--- src/rtl/gid_pkg.sv ---
package gid_pkg;

   // indices of the per-pin configuration planes
   localparam int NCFG    = 6;
   localparam int CF_EN   = 0;
   localparam int CF_TYPE = 1;
   localparam int CF_LVL  = 2;
   localparam int CF_HOLD = 3;
   localparam int CF_FALL = 4;
   localparam int CF_RISE = 5;

   // byte offsets of the low-half registers; high half sits HALF_STEP above
   localparam logic [7:0] OFS_STAT  = 8'h08;
   localparam logic [7:0] OFS_PEND  = 8'h28;
   localparam logic [7:0] HALF_STEP = 8'h02;

   function automatic logic [7:0] cfg_base(int c);
      case (c)
         CF_EN:   return 8'h0C;
         CF_TYPE: return 8'h10;
         CF_LVL:  return 8'h14;
         CF_HOLD: return 8'h18;
         CF_FALL: return 8'h20;
         CF_RISE: return 8'h24;
         default: return 8'h00;
      endcase
   endfunction

endpackage

--- src/rtl/gid_sync.sv ---
module gid_sync #(
   parameter int   W       = 32,
   parameter int   STAGES  = 2,
   parameter logic RST_VAL = 1'b1
) (
   input  logic         clk_i,
   input  logic         rst_ni,
   input  logic [W-1:0] d_i,
   output logic [W-1:0] q_o
);

   if (STAGES < 2) begin : g_bad_stages
      $error("gid_sync needs at least two stages");
   end

   logic [W-1:0] stg_q [STAGES];

   always_ff @(posedge clk_i or negedge rst_ni) begin
      if (!rst_ni) begin
         for (int s = 0; s < STAGES; s++) stg_q[s] <= {W{RST_VAL}};
      end else begin
         stg_q[0] <= d_i;
         for (int s = 1; s < STAGES; s++) stg_q[s] <= stg_q[s-1];
      end
   end

   assign q_o = stg_q[STAGES-1];

endmodule

--- src/rtl/gid_pin_cell.sv ---
module gid_pin_cell (
   input  logic clk_i,
   input  logic rst_ni,
   input  logic pin_s_i,
   input  logic edge_mode_i,
   input  logic act_high_i,
   input  logic hold_i,
   input  logic fall_en_i,
   input  logic rise_en_i,
   input  logic clr_i,
   output logic stat_o
);

   logic prev_q, stat_q;
   logic rise, fall, evt, lvl_act, stat_d;

   assign rise    = pin_s_i & ~prev_q;
   assign fall    = ~pin_s_i & prev_q;
   assign evt     = (rise & rise_en_i) | (fall & fall_en_i);
   assign lvl_act = (pin_s_i == act_high_i);

   always_comb begin
      if (!edge_mode_i)  stat_d = lvl_act;
      else if (hold_i)   stat_d = evt | (stat_q & ~clr_i);
      else               stat_d = evt;
   end

   always_ff @(posedge clk_i or negedge rst_ni) begin
      if (!rst_ni) begin
         prev_q <= 1'b1;
         stat_q <= 1'b0;
      end else begin
         prev_q <= pin_s_i;
         stat_q <= stat_d;
      end
   end

   assign stat_o = stat_q;


   hold_keep_chk: assert property (@(posedge clk_i) disable iff (!rst_ni)
      (edge_mode_i && hold_i && stat_q && !clr_i && !evt) |=> stat_q);


   w1c_clear_chk: assert property (@(posedge clk_i) disable iff (!rst_ni)
      (edge_mode_i && hold_i && clr_i && !evt) |=> !stat_q);


   through_pulse_chk: assert property (@(posedge clk_i) disable iff (!rst_ni)
      (edge_mode_i && !hold_i && !evt) |=> !stat_q);

endmodule

--- src/rtl/gid_first_set.sv ---
module gid_first_set #(
   parameter int W     = 32,
   parameter int IDX_W = $clog2(W)
) (
   input  logic [W-1:0]     vec_i,
   output logic             valid_o,
   output logic [IDX_W-1:0] idx_o
);

   always_comb begin
      idx_o = '0;
      for (int i = W-1; i >= 0; i--) begin
         if (vec_i[i]) idx_o = IDX_W'(i);
      end
   end

   assign valid_o = |vec_i;

endmodule

--- src/rtl/gpio_irq_detect.sv ---
module gpio_irq_detect
   import gid_pkg::*;
#(
   parameter int NPINS  = 32,
   parameter int REG_W  = 16,
   parameter int ADDR_W = 6,
   parameter int SYNC_N = 2
) (
   input  logic              clk_i,
   input  logic              rst_ni,
   input  logic [NPINS-1:0]  pin_i,
   input  logic              bus_wr_i,
   input  logic [ADDR_W-1:0] bus_addr_i,
   input  logic [REG_W-1:0]  bus_wdata_i,
   output logic [REG_W-1:0]  bus_rdata_o,
   output logic              irq_o
);

   localparam int NHALF = NPINS / REG_W;
   localparam int IDX_W = $clog2(NPINS);

   if (NHALF * REG_W != NPINS || NHALF != 2) begin : g_bad_split
      $error("NPINS must be exactly two register widths");
   end
   if (IDX_W >= REG_W) begin : g_bad_idx
      $error("pin index does not fit beside the valid flag");
   end
   if (ADDR_W < 6) begin : g_bad_addr
      $error("address too narrow for the register map");
   end

   function automatic logic [ADDR_W-1:0] reg_addr(logic [7:0] base, int h);
      return ADDR_W'(base + HALF_STEP * 8'(h));
   endfunction

   // configuration planes
   logic [NPINS-1:0] cfg_q [NCFG];

   always_ff @(posedge clk_i or negedge rst_ni) begin
      if (!rst_ni) begin
         for (int c = 0; c < NCFG; c++) cfg_q[c] <= '0;
      end else if (bus_wr_i) begin
         for (int c = 0; c < NCFG; c++)
            for (int h = 0; h < NHALF; h++)
               if (bus_addr_i == reg_addr(cfg_base(c), h))
                  cfg_q[c][h*REG_W +: REG_W] <= bus_wdata_i;
      end
   end

   // write-one-to-clear strobes
   logic [NPINS-1:0] clr;
   always_comb begin
      clr = '0;
      for (int h = 0; h < NHALF; h++)
         if (bus_wr_i && bus_addr_i == reg_addr(OFS_STAT, h))
            clr[h*REG_W +: REG_W] = bus_wdata_i;
   end

   logic [NPINS-1:0] pin_s, stat, pend;

   gid_sync #(.W(NPINS), .STAGES(SYNC_N), .RST_VAL(1'b1)) u_sync (
      .clk_i (clk_i),
      .rst_ni(rst_ni),
      .d_i   (pin_i),
      .q_o   (pin_s)
   );

   for (genvar p = 0; p < NPINS; p++) begin : g_pin
      gid_pin_cell u_cell (
         .clk_i      (clk_i),
         .rst_ni     (rst_ni),
         .pin_s_i    (pin_s[p]),
         .edge_mode_i(cfg_q[CF_TYPE][p]),
         .act_high_i (cfg_q[CF_LVL][p]),
         .hold_i     (cfg_q[CF_HOLD][p]),
         .fall_en_i  (cfg_q[CF_FALL][p]),
         .rise_en_i  (cfg_q[CF_RISE][p]),
         .clr_i      (clr[p]),
         .stat_o     (stat[p])
      );
   end

   assign pend  = stat & cfg_q[CF_EN];
   assign irq_o = |pend;

   logic             idx_valid;
   logic [IDX_W-1:0] idx;

   gid_first_set #(.W(NPINS), .IDX_W(IDX_W)) u_first (
      .vec_i  (pend),
      .valid_o(idx_valid),
      .idx_o  (idx)
   );

   // read mux
   always_comb begin
      bus_rdata_o = '0;
      for (int h = 0; h < NHALF; h++)
         if (bus_addr_i == reg_addr(OFS_STAT, h))
            bus_rdata_o = stat[h*REG_W +: REG_W];
      for (int c = 0; c < NCFG; c++)
         for (int h = 0; h < NHALF; h++)
            if (bus_addr_i == reg_addr(cfg_base(c), h))
               bus_rdata_o = cfg_q[c][h*REG_W +: REG_W];
      if (bus_addr_i == reg_addr(OFS_PEND, 0)) begin
         bus_rdata_o[REG_W-1]   = idx_valid;
         bus_rdata_o[IDX_W-1:0] = idx;
      end
   end

   logic [NPINS-1:0] below_mask;
   assign below_mask = (NPINS'(1) << idx) - NPINS'(1);


   prio_lowest_chk: assert property (@(posedge clk_i) disable iff (!rst_ni)
      idx_valid |-> (pend[idx] && ((pend & below_mask) == '0)));


   irq_flag_chk: assert property (@(posedge clk_i) disable iff (!rst_ni)
      (irq_o && bus_addr_i == reg_addr(OFS_PEND, 0)) |-> bus_rdata_o[REG_W-1]);

endmodule

--- config.mk ---
export PLATFORM = sky130hd
export DESIGN_NAME = gpio_irq_detect
export DESIGN_NICKNAME = d
export VERILOG_FILES = /design/src/rtl/gid_pkg.sv /design/src/rtl/gid_sync.sv /design/src/rtl/gid_pin_cell.sv /design/src/rtl/gid_first_set.sv /design/src/rtl/gpio_irq_detect.sv
export SDC_FILE = /design/constraint.sdc
export NUM_CORES = 1
export LEC_CHECK = 0
export BUFFER_PORTS_ARGS = -buffer_cell sky130_fd_sc_hd__buf_2
export CAP_MARGIN = 20
export CORE_MARGIN = 4
export CORE_UTILIZATION = 40
export DETAILED_ROUTE_END_ITERATION = 16
export SETUP_SLACK_MARGIN = 0.05
export SYNTH_ARGS = -nofsm -noshare
export SYNTH_HDL_FRONTEND = slang
export SYNTH_SLANG_ARGS = --single-unit
export TNS_END_PERCENT = 30
--- constraint.sdc ---
create_clock -name clk_i -period 10 [get_ports clk_i]
set_clock_uncertainty 0.2 [all_clocks]
set_input_delay 2.5 -clock clk_i [delete_from_list [all_inputs] [get_ports clk_i]]
set_output_delay 2.5 -clock clk_i [all_outputs]
set_load 0.005 [all_outputs]
# After elaboration in Yosys (flattened, before gate mapping)
# Index checks and enable logic that the tools add are counted.
# totals
regBits	320
out_inout_bits	17
wordCells	599
# op_classes
addsub	6
n_eq_ne	59
n_mux	120
bitwise_logic	321
reduce_logical	15
# ops
operator	n
2-to-1 mux 16 bit	16
2-to-1 mux 5 bit	33
AND 1 bit	160
inverter 1 bit	96
equality test 6 bit	12
2-to-1 mux 1 bit	65
OR 1 bit	64
adder 6 x 2 -> 6 bit, second input constant	6
equality test 6 x 5 -> 1 bit, second input constant	6
2-to-1 mux 6 bit	6
AND 32 bit	1
equality test 1 bit	32
OR reduction 32 bit	1
equality test 6 bit, second input constant	5
equality test 6 x 4 -> 1 bit, second input constant	4
AND reduction 2 bit	12
logical AND 1 bit	2

# Logic depth before layout (Yosys ltp)
# Gate-level depths: netlist of the first run.
# depth
depth_word	34
depth_mapped	10
depth_no_buf	6

# Cells and area by module
# From an unflattened synthesis of the first run, not the netlist that was laid out.
# unflattened
hier_cells	1320
area_unflattened_um2	15504.9
# modules_own_cells
module	instances	cells_per_inst	area_per_inst_um2
gpio_irq_detect	1	839	9954.5
gid_pin_cell	32	10	101.3
gid_sync	1	96	1921.8
gid_first_set	1	65	385.4

# Worst setup path after synthesis of the first run
# OpenSTA, ideal clock, no wires.
# synth_path
path_kind	input to output
startpoint	input bus_addr_i[1]
endpoint	output bus_rdata_o[0]
t_arrival_ns	4.039
required_ns	7.300
path_slack_ns	3.261
cell_stages	10
n_path_buf	4
cell_sequence	buf_4 nor2b_1 buf_2 and2_1 buf_2 buf_4 a21oi_1 nand3_1 a2111oi_0 o21bai_1
# synth_via
elab_chain_cells	16
elab_cells_between_ends	30
# synth_rtl
element	line_no	rtl
start, declared	gpio_irq_detect.sv:13	input logic [ADDR_W-1:0] bus_addr_i,
equality test 6 x 4 -> 1 bit	gpio_irq_detect.sv:99	if (bus_addr_i == reg_addr(OFS_STAT, h))
2-to-1 mux 16 bit (2 in a row)	gpio_irq_detect.sv:99	
2-to-1 mux 16 bit (12 in a row)	gpio_irq_detect.sv:103	if (bus_addr_i == reg_addr(cfg_base(c), h))
2-to-1 mux 5 bit *	gpio_irq_detect.sv:105	if (bus_addr_i == reg_addr(OFS_PEND, 0)) begin
end, declared	gpio_irq_detect.sv:15	output logic [REG_W-1:0] bus_rdata_o,
# Mark *: on every way between the ends. The rest lies on a longest branch, timed or not.

# Worst setup path after layout of the first run
# layout_path
startpoint	input bus_addr_i[2]
endpoint	output bus_rdata_o[10]
# layout_via
elab_chain_cells	15
elab_cells_between_ends	28
# layout_rtl
element	line_no
equality test 6 x 4 -> 1 bit	gpio_irq_detect.sv:99
2-to-1 mux 16 bit (2 in a row)	gpio_irq_detect.sv:99
2-to-1 mux 16 bit (11 in a row)	gpio_irq_detect.sv:103
2-to-1 mux 16 bit *	gpio_irq_detect.sv:103
# Marks and branches as above.

==> out/qor.csv, run 1 <==
stage;metric;value;unit
cts;TritonCTS Buffers;37;
cts;CTS tree;done;
place;RePlAce Congestion;0.9061;
synth;largest family of logic cells by synthesized area;multiplexers;
setup_path;CP Class;primary input to primary output;
setup_path;CP Launch Type;primary input;
drt;ANT nets after route;0;
final_layout;fill cell total of the finished layout;3249;
final_layout;Core Util, Final;45.72;%
timing;max_slew headroom;16.37;%
synth;dominant synthesized flop cell;dfrtp_1;
synth;Simple-Gate Fraction of Synth Area;9.944;%
floorplanning;row count;69;
drt;Iter 0 DRT Violations;1330;
global_route;initial antenna violation count;0;
outcome;status;completed;
global_route;vias in the first global route;10120;
cts;CTS resizes;0;
power;Combinational Power Share;10.0;%
power;Leakage;0.007155;uW
setup_path;crit path from;bus_addr_i[2];
synth;synth top area cells;dfrtp_1 (39%), dfstp_2 (18%), mux2_2 (12%), o21ai_0 (3.8%), mux2_1 (3.4%);
floorplanning;Starting Density;40.46;%
cts;Reg clk slew, reported paths;0.05;ns
timing;setup violators final;0;
timing;final slew viol count;0;
synth;Post-Synth Adder-Cell Area;0;%
setup_path;Critical R2R Capture;g_pin[23].u_cell.stat_o;
synth;Cell variety after synth;66;
setup_path;Worst Path Max Fanout;24;
cts;Max clock buf depth;3;
global_route;GR Util All Layers;21.36;%
power;total power;3219;uW
cts;H-tree depth;2;
setup_path;Critical Path End Type;primary output;
cts;clock sink count;320;
drt;WL/cell;24.20;um
setup_path;reg2reg start;u_sync.q_o[23];
synth;Ys Warns;0;
floorplanning;Die Wd;197.5;um
place;dpl hpwl;27090;um
flow_run;max cap viols;0;
final_layout;Area growth, synth to finish;13.01;%
place;Port Buffers;73;
cts;Post-CTS Setup Repair Bufs;0;
synth;EDFF count, synth;0;
global_route;largest net degree at the start of global routing;159;
timing;fmax;123.8;MHz
setup_path;critical path data arrival time;5.38;ns
final_layout;nets@finish;1310;
synth;Yosys reg bits;320;
synth;cell taking the most area after synthesis;dfrtp_1;
setup_path;flop2flop setup slack;8.65;ns
synth;Synth top area share;39.04;%
setup_path;WP data required;7.30;ns
timing;sum of negative setup slack;0;ns
synth;synthesized area per cell;12.04;um2
synth;synthesized area;0.01436;mm2
drt;Post-route DRC;0;
timing;fin crit share;80.80;%
drt;vias;10350;
final_layout;Ant. Diodes;0;
power;PwrDens;198.4;mW/mm2
power;switch share;26.29;%
synth;compound-cell area share of the yosys netlist;13.60;%
synth;mux cell area share after synthesis;15.57;%
power;Reg power frac;50.9;%
min_path;hold crit path type;register to register;
synth;Post-Synth XOR/XNOR Area;2.013;%
synth;Seq/Total Area, Yosys;56.61;%
setup_path;crit path capture;bus_rdata_o[10];
synth;Synth Net Count;1249;
drt;Total Wirelength;42100;um
timing;Worst-Margin Slew;1.252;ns
floorplanning;IO Count;74;
drt;first-pass iteration count of the detailed router;6;
drt;Via-to-Cell Ratio;5.951;
power;Int Power;2373;uW
floorplanning;CORE AREA;0.03548;mm2
synth;synthesized instance count;1192;
floorplanning;DIE AREA;0.03899;mm2
cts;clk_lat worst skew;0.52;ns
cts;Root Driver;clkbuf_16;
timing;RSZ-0062 raised after global routing;false;
setup_path;worst r2r path cells;4;
final_layout;layout cells sized above 1;30.88;%
global_route;GRT Residual Overflow;0;
synth;Post-synth ARST share;100.0;%
cts;CTS Hold Bufs;0;
floorplanning;Die Span Y;197.5;um
power;P_sw;846.3;uW
power;Clock Power Share;39.1;%
power;maximum vdd drop;0.0001202;V
timing;fin crit period;8.080;ns
timing;final hold violations;0;
global_route;first-pass GRT wire length;63640;um
[power groups by stage]
stage | Clock, uW | Combinational [uW] | Sequential (uW)
3_3_place_gp | 0 | 310 | 1650
6_report | 1260 | 321 | 1640
2_1_floorplan | 0 | 225 | 1580
3_5_place_dp | 0 | 319 | 1650
4_1_cts | 1290 | 320 | 1630
5_1_grt | 1350 | 359 | 1660
[layer usage]
layer	up-vias	track usage [%]	part of all wire, %
li1	4560	-	-
met1	5295	30.91	44
met2	409	32.57	45
met3	90	4.452	8.0
met4	0	6.446	3.0
met5	-	0	0
[synthesized netlist by cell type (23+ instances only)]
library cell / n
mux2_2: 151
nand2_1: 114
clkbuf_1: 23
o21ai_0: 109
buf_2: 27
dfstp_2: 96
mux2_1: 43
nand3b_1: 34
a22oi_1: 49
nand3_1: 24
a21oi_1: 57
dfrtp_1: 224
xor2_1: 32
[critical path, cell delays in order]
cell and delay (ns):
buf_2 0.53, and4bb_4 0.35, and2_1 0.74, a22oi_1 0.20
a31oi_1 0.23, nor3_1 0.06, a221oi_1 0.51, buf_2 0.22
[state kept, by name (all words and copies together), names as in the netlist]
name	cells
u_sync.q_o	32
g_pin.u_cell.stat_o	32
u_sync.stg_q	32
cfg_q	192
g_pin.u_cell.prev_q	32
[cells in the final DEF, fill, tap and decap left out, types with 8 or more instances in the layout]
master	count
a21oi_1	57
a221oi_1	8
a222oi_1	9
a22oi_1	49
and2_1	8
and3_1	11
buf_2	72
buf_4	8
clkbuf_1	20
clkbuf_16	37
dfrtp_1	224
dfstp_2	96
mux2_1	43
mux2_2	151
nand2_1	114
nand3_1	24
nand3b_1	34
nor2_1	19
nor3_1	9
o21ai_0	109
o21ai_1	10
o22ai_1	22
xor2_1	32
[logic make-up after synthesis]
group / after synthesis
flip-flops: 320
AO/OA/AOI/OAI: 311
AND/OR/NAND/NOR: 265
multiplexers: 199
buffers and inverters: 64
XOR/XNOR: 33
[final cells by class]
class | count | area [um2] | share of cell area [%]
inverters | 2 | 7.507 | 0.04627
multi-input cells | 808 | 5904 | 36.39
clock buffers | 62 | 1070 | 6.594
flip-flops and latches | 320 | 8128 | 50.10
repair buffers | 84 | 498.0 | 3.069
well taps | 461 | 576.8 | 3.555
clock inverters | 3 | 40.04 | 0.2468
[per-stage QoR]
step	setup slack, ns	hold WS (ns)	std cells	instance area [um2]
2_1_floorplan	3.261	0.1452	1192	14360
3_3_place_gp	2.079	0.1453	1673	15070
3_5_place_dp	2.076	0.1468	1673	15070
4_1_cts	2.051	0.1517	1738	16180
5_1_grt	1.861	0.1561	1740	16220
6_report	1.920	0.1501	1740	16220
[worst min-delay path by stage]
stage	from	to	slack (ns)	depth (start not counted)
2_1_floorplan	u_sync.stg_q[32]	u_sync.q_o[0]	0.15	0
3_3_place_gp	u_sync.stg_q[39]	u_sync.q_o[7]	0.15	0
3_5_place_dp	u_sync.stg_q[43]	u_sync.q_o[11]	0.15	0
4_1_cts	u_sync.stg_q[48]	u_sync.q_o[16]	0.15	0
5_1_grt	u_sync.stg_q[48]	u_sync.q_o[16]	0.16	0
6_report	u_sync.stg_q[60]	u_sync.q_o[28]	0.15	0
No activity file was read; power rests on OpenSTA's default activity.
==> inputs of run 2 (changes only) <==
clock period = 7.15 ns   (was 10 ns; I/O delays follow)
==> run 2 against run 1 <==
Effect of this change: combinational power is 40% higher; first-iteration DRC count shrank 23%; critical path depth is 1 higher; sequential share of layout area down 0.69 points; utilization grew 0.64 points; non-clock buffer count up 10; die area is the same; wire length rose by 0.93%; critical endpoint is now bus_rdata_o[1].
==> out/qor.csv, run 2 (same netlist as run 1, synthesis figures left out) <==
stage;metric;value;unit
outcome;status;completed;
drt;Total Wirelength;42500;um
drt;ANT nets after route;0;
cts;clk_lat worst skew;0.54;ns
final_layout;cell area after layout;0.01645;mm2
floorplanning;IO Count;74;
cts;CTS resizes;0;
final_layout;nets@finish;1320;
drt;first-pass iteration count of the detailed router;7;
timing;sum of negative setup slack;0;ns
floorplanning;Starting Density;40.46;%
global_route;GRT Residual Overflow;0;
drt;WL/cell;24.26;um
final_layout;commonest non-fill, non-tap cell in the layout;dfrtp_1;
cts;Root Driver;clkbuf_16;
floorplanning;CORE AREA;0.03548;mm2
drt;vias;10250;
power;Leakage;0.007289;uW
place;pre-CTS WS;0.8451;ns
global_route;largest net degree at the start of global routing;111;
floorplanning;Die Wd;197.5;um
cts;CTS tree;done;
timing;setup violators final;0;
place;placed inst area;0.01516;mm2
setup_path;CP Class;primary input to primary output;
timing;worst setup margin;0.7600;ns
timing;fmax;156.5;MHz
timing;fin crit period;6.390;ns
global_route;GR Util All Layers;21.68;%
cts;Post-CTS Setup Repair Bufs;0;
drt;Iter 0 DRT Violations;1028;
final_layout;Area growth, synth to finish;14.59;%
min_path;hold crit path type;register to register;
timing;final hold violations;0;
timing;RSZ-0062 raised after global routing;false;
setup_path;CP Launch Type;primary input;
cts;TritonCTS Buffers;37;
final_layout;register name with the most flops;cfg_q;
cts;clock sink count;320;
final_layout;layout cells sized above 1;32.53;%
drt;Post-route DRC;0;
global_route;first-pass GRT wire length;64580;um
floorplanning;Die Span Y;197.5;um
global_route;vias in the first global route;10320;
timing;Worst-Margin Slew;1.114;ns
final_layout;final instance count without filler cells;1752;
floorplanning;DIE AREA;0.03899;mm2
flow_run;max cap viols;0;
place;Port Buffers;73;
final_layout;most frequent cells in the layout;dfrtp_1 (224), mux2_2 (151), nand2_1 (114);
power;PwrDens;285.9;mW/mm2
timing;fin crit share;89.37;%
place;post-placement cell count;1685;
setup_path;WP data required;5.16;ns
power;maximum vdd drop;0.0001927;V
setup_path;Critical Path End Type;primary output;
global_route;initial antenna violation count;0;
place;RePlAce Congestion;0.8971;
cts;Max clock buf depth;3;
cts;H-tree depth;2;
cts;CTS Hold Bufs;0;
drt;Via-to-Cell Ratio;5.850;
place;dpl hpwl;28280;um
final_layout;Ant. Diodes;0;
final_layout;fill cell total of the finished layout;3279;
timing;max_slew headroom;25.75;%
final_layout;max reg flops;192;
cts;Reg clk slew, reported paths;0.06;ns
final_layout;Core Util, Final;46.36;%
setup_path;critical path data arrival time;4.40;ns
timing;final slew viol count;0;
setup_path;Worst Path Max Fanout;11;
floorplanning;row count;69;
==> run 2: power by group <==
group          internal [uW]  switching (uW)
clock network           1210             751
logic                    221             227
registers               2050             243
total                   3480            1220
==> run 2: layer usage <==
layer  share of wire [%]  track usage [%]
met1                  44            30.51
met2                  45            33.22
met4                 3.1            7.601
met5                   0                0
met3                 7.3            4.895
==> run 2: critical path: stages <==
cell	delay [ns]
buf_2	0.19
nor4b_2	0.56
and2_0	0.60
buf_4	0.30
a22oi_1	0.08
and3_1	0.20
o31a_1	0.30
o211ai_1	0.22
buf_2	0.16
==> run 2: final cells by class <==
class / instances / area [um2] / share of cell area [%]
sequential: 320 / 8128 / 49.41
multi-input combinational: 808 / 5904 / 35.89
clock buffer: 57 / 1142 / 6.944
tap: 461 / 576.8 / 3.506
timing repair buffer: 94 / 545.5 / 3.316
clock inverter: 10 / 146.4 / 0.8899
inverter: 2 / 7.507 / 0.04563
==> run 2: per-stage QoR <==
stage | power (uW) | hold slack [ns]
after floorplan | 2529 | 0.1452
after global placement | 2747 | 0.1456
after detailed placement | 2762 | 0.1468
after CTS | 4753 | 0.1535
after global routing | 4910 | 0.1569
final | 4704 | 0.1520
==> run 2: path summary, 6_finish.rpt <==
check                      slack, ns  depth (start not counted)                      end             start
hold reg to reg                 0.15                          0           u_sync.q_o[21]  u_sync.stg_q[53]
setup reg to reg                5.74                          4  g_pin[14].u_cell.stat_o    u_sync.q_o[14]
setup / recovery                0.76                          9           bus_rdata_o[1]     bus_addr_i[0]
min in group asynchronous       1.12                          1               cfg_q[110]            rst_ni
hold / removal                  0.15                          0           u_sync.q_o[21]  u_sync.stg_q[53]
max in group asynchronous       4.39                          2  g_pin[24].u_cell.stat_o            rst_ni
==> inputs of run 3 (changes only) <==
GPL_TIMING_DRIVEN = 0   (was default)
==> run 3 against run 2 <==
Effect of this change: global-route usage rose by 0.67 points; largest cell class unchanged; combinational power grew 3%; wire length up 3.4%; first-iteration DRC count fell by 11%; clock power decreased by 7%; non-clock buffer count is 43 higher; final cell count is 2.5% higher; critical path type unchanged; hold slack lost 0.0014 ns; sequential power barely moved; critical endpoint is now bus_rdata_o[9]; die area unchanged; utilization is 0.29 points higher; final area increased by 0.62%.
==> out/qor.csv, run 3 (same netlist as run 1, synthesis figures left out) <==
stage;metric;value;unit
outcome;status;completed;
place;placed inst area;0.01536;mm2
setup_path;CP Launch Type;primary input;
drt;vias;10570;
final_layout;nets@finish;1363;
cts;CTS Hold Bufs;0;
floorplanning;IO Count;74;
final_layout;layout cells sized above 1;32.91;%
power;P_sw;1212;uW
final_layout;commonest non-fill, non-tap cell in the layout;dfrtp_1;
final_layout;cell area after layout;0.01655;mm2
global_route;largest net degree at the start of global routing;121;
timing;setup violators final;0;
timing;worst setup margin;0.7290;ns
cts;CTS resizes;0;
setup_path;worst r2r path cells;4;
cts;TritonCTS Buffers;37;
setup_path;WP data required;5.16;ns
drt;Iter 0 DRT Violations;911;
setup_path;most frequent CP cell;buf_2;
cts;clk_lat worst skew;0.53;ns
cts;H-tree depth;2;
power;maximum vdd drop;0.0002020;V
power;Clock Power Share;39.9;%
flow_run;max cap viols;0;
timing;Worst-Margin Slew;1.300;ns
cts;clock sink count;320;
min_path;hold crit path type;register to register;
place;dpl hpwl;30420;um
power;Int Power;3358;uW
power;switch share;26.52;%
setup_path;critical path data arrival time;4.43;ns
place;Port Buffers;72;
timing;final slew viol count;0;
setup_path;critical path, cell by cell;buf_2 > nor4b_2 > nand2_1 > clkbuf_1 > o22ai_1 > nor2_1 > a2111oi_1 > o21ai_1 > buf_2;
setup_path;Critical Path End Type;primary output;
final_layout;most frequent cells in the layout;dfrtp_1 (224), mux2_2 (151), nand2_1 (114);
cts;Max clock buf depth;3;
drt;Total Wirelength;43930;um
drt;first-pass iteration count of the detailed router;6;
power;Reg power frac;50.0;%
global_route;GRT Residual Overflow;0;
power;Leakage;0.007368;uW
floorplanning;Die Span Y;197.5;um
timing;final hold violations;0;
final_layout;max reg flops;192;
drt;Via-to-Cell Ratio;5.887;
cts;CTS tree;done;
drt;Post-route DRC;0;
global_route;GR Util All Layers;22.35;%
timing;max_slew headroom;12.70;%
setup_path;CP Class;primary input to primary output;
final_layout;fill cell total of the finished layout;3292;
cts;Reg clk slew, reported paths;0.06;ns
floorplanning;Die Wd;197.5;um
final_layout;Area growth, synth to finish;15.30;%
timing;fin crit share;89.80;%
power;PwrDens;276.1;mW/mm2
min_path;Hold Crit Depth;0;
setup_path;Worst Path Max Fanout;10;
setup_path;largest stage delay on the critical path;0.61;ns
place;pre-CTS WS;0.7805;ns
floorplanning;DIE AREA;0.03899;mm2
floorplanning;CORE AREA;0.03548;mm2
floorplanning;row count;69;
place;RePlAce Congestion;0.9671;
power;Combinational Power Share;10.1;%
drt;WL/cell;24.47;um
timing;fin crit period;6.421;ns
cts;Root Driver;clkbuf_16;
cts;Post-CTS Setup Repair Bufs;0;
timing;RSZ-0062 raised after global routing;false;
setup_path;Slowest-stage cell, CP;nor4b_2;
floorplanning;Starting Density;40.46;%
global_route;vias in the first global route;10670;
final_layout;register name with the most flops;cfg_q;
global_route;initial antenna violation count;1;
global_route;first-pass GRT wire length;65850;um
timing;fmax;155.7;MHz
final_layout;Ant. Diodes;0;
drt;ANT nets after route;0;
==> run 3: changes by cell type in the layout (fill, tap and decap cells not counted), sizes merged <==
| cell | change |
|---|---|
| clkinvlp | -1 |
| bufinv | -3 |
| clkbuf | +24 |
| clkinv | +1 |
| buf | +19 |
| inv | +3 |
==> run 3: worst paths after layout <==
| check | slack [ns] | end | startpoint |
|---|---|---|---|
| worst max-delay path | 0.73 | bus_rdata_o[9] | bus_addr_i[0] |
| worst min-delay path | 0.15 | u_sync.q_o[30] | u_sync.stg_q[62] |
| worst max register to register | 5.77 | g_pin[19].u_cell.stat_o | u_sync.q_o[19] |
| worst min register to register | 0.15 | u_sync.q_o[30] | u_sync.stg_q[62] |
| max in group asynchronous | 4.12 | u_sync.stg_q[57] | rst_ni |
| min in group asynchronous | 1.09 | cfg_q[1] | rst_ni |
==> run 3: worst max-delay path, delay by kind of cell <==
kind	cells	cell delay [ns]
AO/OA/AOI/OAI	3	0.98
buffers and inverters	3	0.79
AND/OR/NAND/NOR	3	0.87
==> run 3: cell type report <==
| class | instances | area, um2 | share of cell area, % |
|---|---|---|---|
| Sequential cell | 320 | 8128 | 49.10 |
| Multi-Input combinational cell | 808 | 5904 | 35.67 |
| Clock buffer | 57 | 1121 | 6.773 |
| Tap cell | 461 | 576.8 | 3.485 |
| Timing Repair Buffer | 75 | 436.7 | 2.638 |
| Buffer | 62 | 316.6 | 1.912 |
| Clock inverter | 10 | 61.31 | 0.3704 |
| Inverter | 2 | 7.507 | 0.04535 |
==> run 3: layer usage <==
| metal | share of wire [%] | routed length [um] | track usage [%] |
|---|---|---|---|
| met3 | 7.6 | 3326 | 5.202 |
| met1 | 43 | 18680 | 30.18 |
| met2 | 46 | 20310 | 35.39 |
| met4 | 3.6 | 1603 | 8.243 |
| met5 | 0.016 | 7 | 0 |
==> run 3: stage by stage <==
step                TNS, ns  hold slack, ns  total power (uW)  cells  util, %
finish                    0          0.1506              4570   1795    46.65
global route              0          0.1535              4777   1795    46.65
CTS                       0          0.1537              4612   1794    46.62
detailed placement        0          0.1468              2770   1727    43.28
global placement    -450.40          0.1453              2750   1725    43.10
floorplan                 0          0.1452              2529   1192        -
==> run 3: power groups by stage <==
stage	registers, uW	logic (uW)	clock network (uW)
finish	2290	463	1820
global route	2310	516	1950
CTS	2280	463	1870
detailed placement	2310	462	0
global placement	2300	447	0
floorplan	2210	314	0
